<file path="src/rtl/ctm_victim.sv">
module ctm_victim #(
  parameter int unsigned ROWS = 128,
  parameter int unsigned WAYS = 4,
  parameter int unsigned SKIP = 13,
  localparam int unsigned ROW_W  = $clog2(ROWS),
  localparam int unsigned WAY_W  = (WAYS > 1) ? $clog2(WAYS) : 1,
  localparam int unsigned SKIP_W = $clog2(SKIP + 1)
) (
  input  logic             clk_i,
  input  logic             rst_ni,
  input  logic             clr_i,
  input  logic [ROW_W-1:0] clr_row_i,
  input  logic             policy_i,
  input  logic [ROW_W-1:0] row_i,
  input  logic             adv_i,
  output logic [WAY_W-1:0] way_o
);
  function automatic logic [WAY_W-1:0] step(input logic [WAY_W-1:0] p);
    return (p == WAY_W'(WAYS - 1)) ? '0 : p + 1'b1;
  endfunction

  logic [WAY_W-1:0]  rr_ptr [ROWS];
  logic [WAY_W-1:0]  g_ptr;
  logic [SKIP_W-1:0] g_cnt;
  logic [WAY_W-1:0]  g_nxt;
  logic              g_wrap;

  assign way_o  = policy_i ? g_ptr : rr_ptr[row_i];
  assign g_nxt  = step(g_ptr);
  assign g_wrap = (g_cnt == SKIP_W'(SKIP - 1));

  always_ff @(posedge clk_i) begin
    if (clr_i) rr_ptr[clr_row_i] <= '0;
    else if (adv_i && !policy_i) rr_ptr[row_i] <= step(rr_ptr[row_i]);
  end

  always_ff @(posedge clk_i or negedge rst_ni) begin
    if (!rst_ni) begin
      g_ptr <= '0;
      g_cnt <= '0;
    end else if (adv_i && policy_i) begin
      if (g_wrap) begin
        g_cnt <= '0;
        g_ptr <= step(g_nxt);
      end else begin
        g_cnt <= g_cnt + 1'b1;
        g_ptr <= g_nxt;
      end
    end
  end
endmodule

</file>
<file path="config.mk">
export PLATFORM = sky130hd
export DESIGN_NAME = ctm_victim
export DESIGN_NICKNAME = d
export VERILOG_FILES = /design/src/rtl/ctm_victim.sv
export SDC_FILE = /design/constraint.sdc
export NUM_CORES = 1
export LEC_CHECK = 0
export ABC_CLOCK_PERIOD_IN_PS = 7500
export CAP_MARGIN = 25
export CORE_UTILIZATION = 30
export CTS_CLUSTER_SIZE = 10
export DETAILED_ROUTE_END_ITERATION = 8
export SYNTH_ARGS = -nofsm -noshare
export SYNTH_HDL_FRONTEND = slang
export SYNTH_SLANG_ARGS = --single-unit
</file>
<file path="constraint.sdc">
create_clock -name clk_i -period 7.5 [get_ports clk_i]
set_clock_uncertainty 0.15 [all_clocks]
set_input_delay 1.5 -clock clk_i [delete_from_list [all_inputs] [get_ports clk_i]]
set_output_delay 1.5 -clock clk_i [all_outputs]
set_load 0.05 [all_outputs]
</file>
Yosys cells after proc, flatten, opt, wreduce, memory -nomap -nowiden
Memories as Yosys holds them, arrays and structs flattened.
Cells that the tools add are included.
{"block": "word_totals", "memories": 1, "output_inout_bits": 2, "latchBits": 0, "ramBits": 256, "romBits": 0, "reg_bits": 6}
{"block": "classes", "n_lt_le_gt_ge": 0, "add_sub_neg": 4, "n_mux": 14, "n_div": 0, "n_bitwise": 0, "shifts": 0, "multipliers": 0, "n_eq_ne": 4, "n_reduce_logical": 4}
{"memory": "rr_ptr", "words": 128, "width": 2, "rd": 1, "rd_ports_with_merged_regs": 0, "write_ports": 1, "line_no": "22", "rtl": "logic [WAY_W-1:0] rr_ptr [ROWS];"}
{"op": "two-way mux 2 bit", "n": 6}
{"op": "two-way mux 7 bit", "n": 1}
{"op": "adder 2 x 1 -> 2 bit, second input constant", "n": 3}
{"op": "equality test 2 bit, second input constant", "n": 3}
{"op": "two-way mux 1 bit", "n": 6}
{"op": "adder 4 x 1 -> 4 bit, second input constant", "n": 1}
{"op": "equality test 4 bit, second input constant", "n": 1}
{"op": "two-way mux 4 bit", "n": 1}
{"op": "logical AND 1 bit", "n": 2}
{"op": "OR reduction 2 bit", "n": 1}
{"op": "zero test 1 bit", "n": 1}

Longest topological paths before layout
{"block": "depth", "word_depth": 7, "mapped_depth": 12, "depth_no_buf": 7}

Least setup slack after synthesis
No wires, ideal clock.
{"block": "synth_path", "path_type": "input -> register", "start": "input port row_i[0]", "end": "memory rr_ptr[0][1] in the netlist's numbering (data pin)", "path_stages": 9, "path_slack_ps": 1200, "setup_time_ps": 1043, "t_arrival_ps": 5106, "required_time_ps": 6307, "cell_sequence": "buf_6 -> buf_6 -> buf_4 -> mux4_2 -> a22oi_1 -> nand4_1 -> nor4_2 -> nand4b_1 -> nand4_1"}
{"block": "synth_between", "elab_chain_cells": 4, "word_cells_on_any_way": 5, "classes_between": "1 x add/sub; 1 x eq/ne; 2 x mux; 1 x memory"}
{"element": "from (decl)", "line_no": "14", "rtl": "input logic [ROW_W-1:0] row_i,"}
{"element": "memory (128 x 2 bit) (*)"}
{"element": "adder 2 x 1 -> 2 bit / equality test 2 bit (equally long branches)", "line_no": "19", "rtl": "return (p == WAY_W'(WAYS - 1)) ? '0 : p + 1'b1;"}
{"element": "two-way mux 2 bit (*)", "line_no": "19"}
{"element": "two-way mux 2 bit (no source line) (*)"}
{"element": "to (decl)", "line_no": "22"}
Mark *: on every way between the ends. The rest lies on a longest branch, timed or not.

Worst setup path in the final report
{"block": "layout_path", "start": "input port row_i[3]", "end": "output port way_o[1]"}
{"block": "layout_between", "elab_chain_cells": 2}
{"element": "memory (128 x 2 bit)"}
{"element": "two-way mux 2 bit", "line_no": "28", "rtl": "assign way_o = policy_i ? g_ptr : rr_ptr[row_i];"}
{"element": "to (decl)", "line_no": "16", "rtl": "output logic [WAY_W-1:0] way_o"}
Every way passes these cells.

==> results.sh <==
export IMPL_ioPinCount=21
export IMPL_powerDensity_nw_per_um2=250
export IMPL_critPathBufInv=2
export IMPL_path_clk_slew_ps=60
export IMPL_antenna_found_initial=0
export IMPL_io_buffers=20
export IMPL_slew_viol_final=0
export IMPL_min_delay_path_depth=1
export IMPL_synthCells=731
export IMPL_drive_above_1_share_pct=12.4
export IMPL_area_delta_synth_final_pct=13.3
export IMPL_worstPathArrival_ps=5240
export IMPL_power_frac_clock_pct=40.5
export IMPL_gr_total_overflow=0
export IMPL_clockBufferDepth=3
export IMPL_drtIter0Drc=691
export IMPL_fin_util_pct=34.7
export IMPL_yosysTopAreaCellShare_pct=68.5
export IMPL_cp_cell_sequence="clkdlybuf4s50_1 -> nor2b_1 -> a22oi_1 -> nand2_1 -> a211oi_1 -> a21o_1 -> mux2_2 -> o21ai_0 -> clkdlybuf4s50_1"
export IMPL_synth_seq_cells=262
export IMPL_internal_power_mw=2.47
export IMPL_power_frac_comb_pct=7.9
export IMPL_wl_per_cell_um=21.8
export IMPL_first_global_vias=6518
export IMPL_gp_congestion=0.862
export IMPL_holdCritPathClass="register to register"
export IMPL_seqPwrFrac_pct=51.6
export IMPL_synth_nets=753
export IMPL_synth_edf_count=256
export IMPL_wirelength_um=26700
export IMPL_synth_ff_type="edfxtp_1"
export IMPL_hold_violations=0
export IMPL_clock_latency_ps=550
export IMPL_maxCapViolCount=0
export IMPL_power_mw=3.18
export IMPL_num_rows=70
export IMPL_r2r_start="rr_ptr[35][1]"
export IMPL_switching_share_pct=22.2
export IMPL_core_area_um2=36700
export IMPL_initial_core_util_pct=30.6
export IMPL_ir_drop_v=0.000171
export IMPL_ys_top_cells_by_count="edfxtp_1 (256), nor2_1 (135), mux2i_1 (48)"
export IMPL_cts_tree="yes"
export IMPL_cts_sinks=262
export IMPL_ant_nets=0
export IMPL_yosysWarnings=0
export IMPL_grt_usage_pct=13.9
export IMPL_power_leakage_nw=4.13
export IMPL_avgSynthCellArea_um2=15.3
export IMPL_critPathSlowestCell="nor2b_1"
export IMPL_max_slew_margin_pct=24.9
export IMPL_cts_hold_buf=0
export IMPL_setup_viol=0
export IMPL_route_detailed_drc=0
export IMPL_vias_per_cell=5.23
export IMPL_antenna_cells=0
export IMPL_worstHoldEndpoint="g_cnt[3]"
export IMPL_worst_pin_slew_ps=1120
export IMPL_synth_cell_types=46
export IMPL_crit_required_ps=5850
export IMPL_switchingPower_mw=0.706
export IMPL_fmax_ghz=0.145
export IMPL_die_width_um=195
export IMPL_status="complete, no violations"
export IMPL_clockRootBuffer="clkbuf_16"
export IMPL_endpoint_kind="output port"
export IMPL_synth_top_area_cell="edfxtp_1"
export IMPL_dieHeight_um=195
export IMPL_syn_area_um2=11200
export IMPL_grt_first_pass_wirelength_um=40200
export IMPL_num_vias=6408
export IMPL_period_minus_slack_ps=6890
export IMPL_nets=776
export IMPL_crit_fanout=16
export IMPL_die_area_um2=38200
export IMPL_cts_setup_buffers=0
export IMPL_hp_start="g_cnt[3]"
export IMPL_r2r_slack_ps=4040
export IMPL_tns_ps=0
export IMPL_r2r_cells=8
export IMPL_r2r_end="rr_ptr[1][1]"
export IMPL_synth_area_leaders="edfxtp_1 (69%), mux4_2 (8.0%), nor2_1 (4.5%)"
export IMPL_rsz0062_at_grt="false"
export IMPL_cts_repair_resize_count=0
export IMPL_cts_htree_levels=1
export IMPL_finalCritPeriodShare_pct=91.9
export IMPL_criticalPathCategory="input pin to output port"
export IMPL_max_stage_delay_ps=980
export IMPL_async_flop_share_pct=2.29
export IMPL_grt_max_degree=79
export IMPL_ys_seq_area_share_pct=69.8
export IMPL_cp_start_kind="input pin"
export IMPL_crit_top_cell="clkdlybuf4s50_1"
export IMPL_path_delay_family="buffers and inverters"
export IMPL_numCtsBuffers=30
export IMPL_dp_hpwl_um=16900
export IMPL_yosysMostFrequentCell="edfxtp_1"
export IMPL_drt_pass1_iterations=5
per-layer routing:
layer | part of all wire, % | global-route usage (%)
met1 | 44 | 19.2
met2 | 47 | 23.1
met3 | 6.3 | 1.90
met4 | 2.5 | 3.76
met5 | 0 | 0
through the flow:
stage	hold WS (ps)	cell area, um^2	setup WS, ps	std cells
floorplan	288	11200	1200	731
global placement	306	11900	706	1190
detailed placement	317	11900	698	1190
CTS	331	12700	691	1225
global route	371	12700	497	1225
finish	326	12700	610	1225
cell families after synthesis:
kind of cell               Yosys count  share of synthesized area [%]
DFF                                262                           69.8
and+or+nand+nor                    243                           9.90
buffers and inverters               52                           2.34
adders and majority gates            3                          0.335
muxes                               91                           12.6
xor gates and xnor gates             1                         0.0781
AOI/OAI and AO/OA                   79                           4.88
power groups by stage:
stage | combinational (mW) | clock (mW) | sequential [mW]
after floorplan | 0.168 | 0 | 1.67
after global placement | 0.246 | 0 | 1.67
after detailed placement | 0.250 | 0 | 1.67
after CTS | 0.252 | 1.31 | 1.64
after global routing | 0.271 | 1.35 | 1.64
final | 0.250 | 1.29 | 1.64
how the worst max path moves through the flow:
stage             start      endpoint  slack (ps)  cells past startpoint
2_1_floorplan  row_i[0]  rr_ptr[0][1]        1200                      9
3_3_place_gp   row_i[3]      way_o[1]         710                      9
3_5_place_dp   row_i[2]      way_o[1]         700                      9
4_1_cts        row_i[2]      way_o[1]         690                      9
5_1_grt        row_i[2]      way_o[1]         500                      9
6_report       row_i[3]      way_o[1]         610                      9
placed cells by master, fill, tap and decap left out, drive strengths merged, types with 5 or more instances in the layout:
cell           instances
dfrtp                  6
a22oi                 36
nor3                   9
a31oi                  8
nand2                 43
a22o                   8
nor2                 135
nor2b                  5
edfxtp               256
mux2i                 48
a21oi                  7
clkbuf                33
mux4                  40
nand3                 12
clkdlybuf4s50         18
nand3b                 9
o21ai                 10
buf                   15
inv                   10
registers in the layout, summed over array words and instances, names as in the netlist:
| register | cells |
|---|---|
| rr_ptr | 256 |
| g_cnt | 4 |
| g_ptr | 2 |
final cells by class:
| class | instances | area [um^2] |
|---|---|---|
| tap | 468 | 586 |
| inverter | 10 | 37.5 |
| fill | 3479 | 24000 |
| clock inverter | 2 | 33.8 |
| timing repair buffer | 33 | 315 |
| multi-input combinational | 417 | 3120 |
| sequential | 262 | 7840 |
| clock buffer | 33 | 783 |
worst register-to-register path: cells and delay by family (launching register included):
kind                   cells  cell delay, ps
AOI/OAI and AO/OA          3             830
and+or+nand+nor            3             660
muxes                      1             500
buffers and inverters      1             600
DFF                        1             360
No activity file was read; power rests on OpenSTA's default activity.
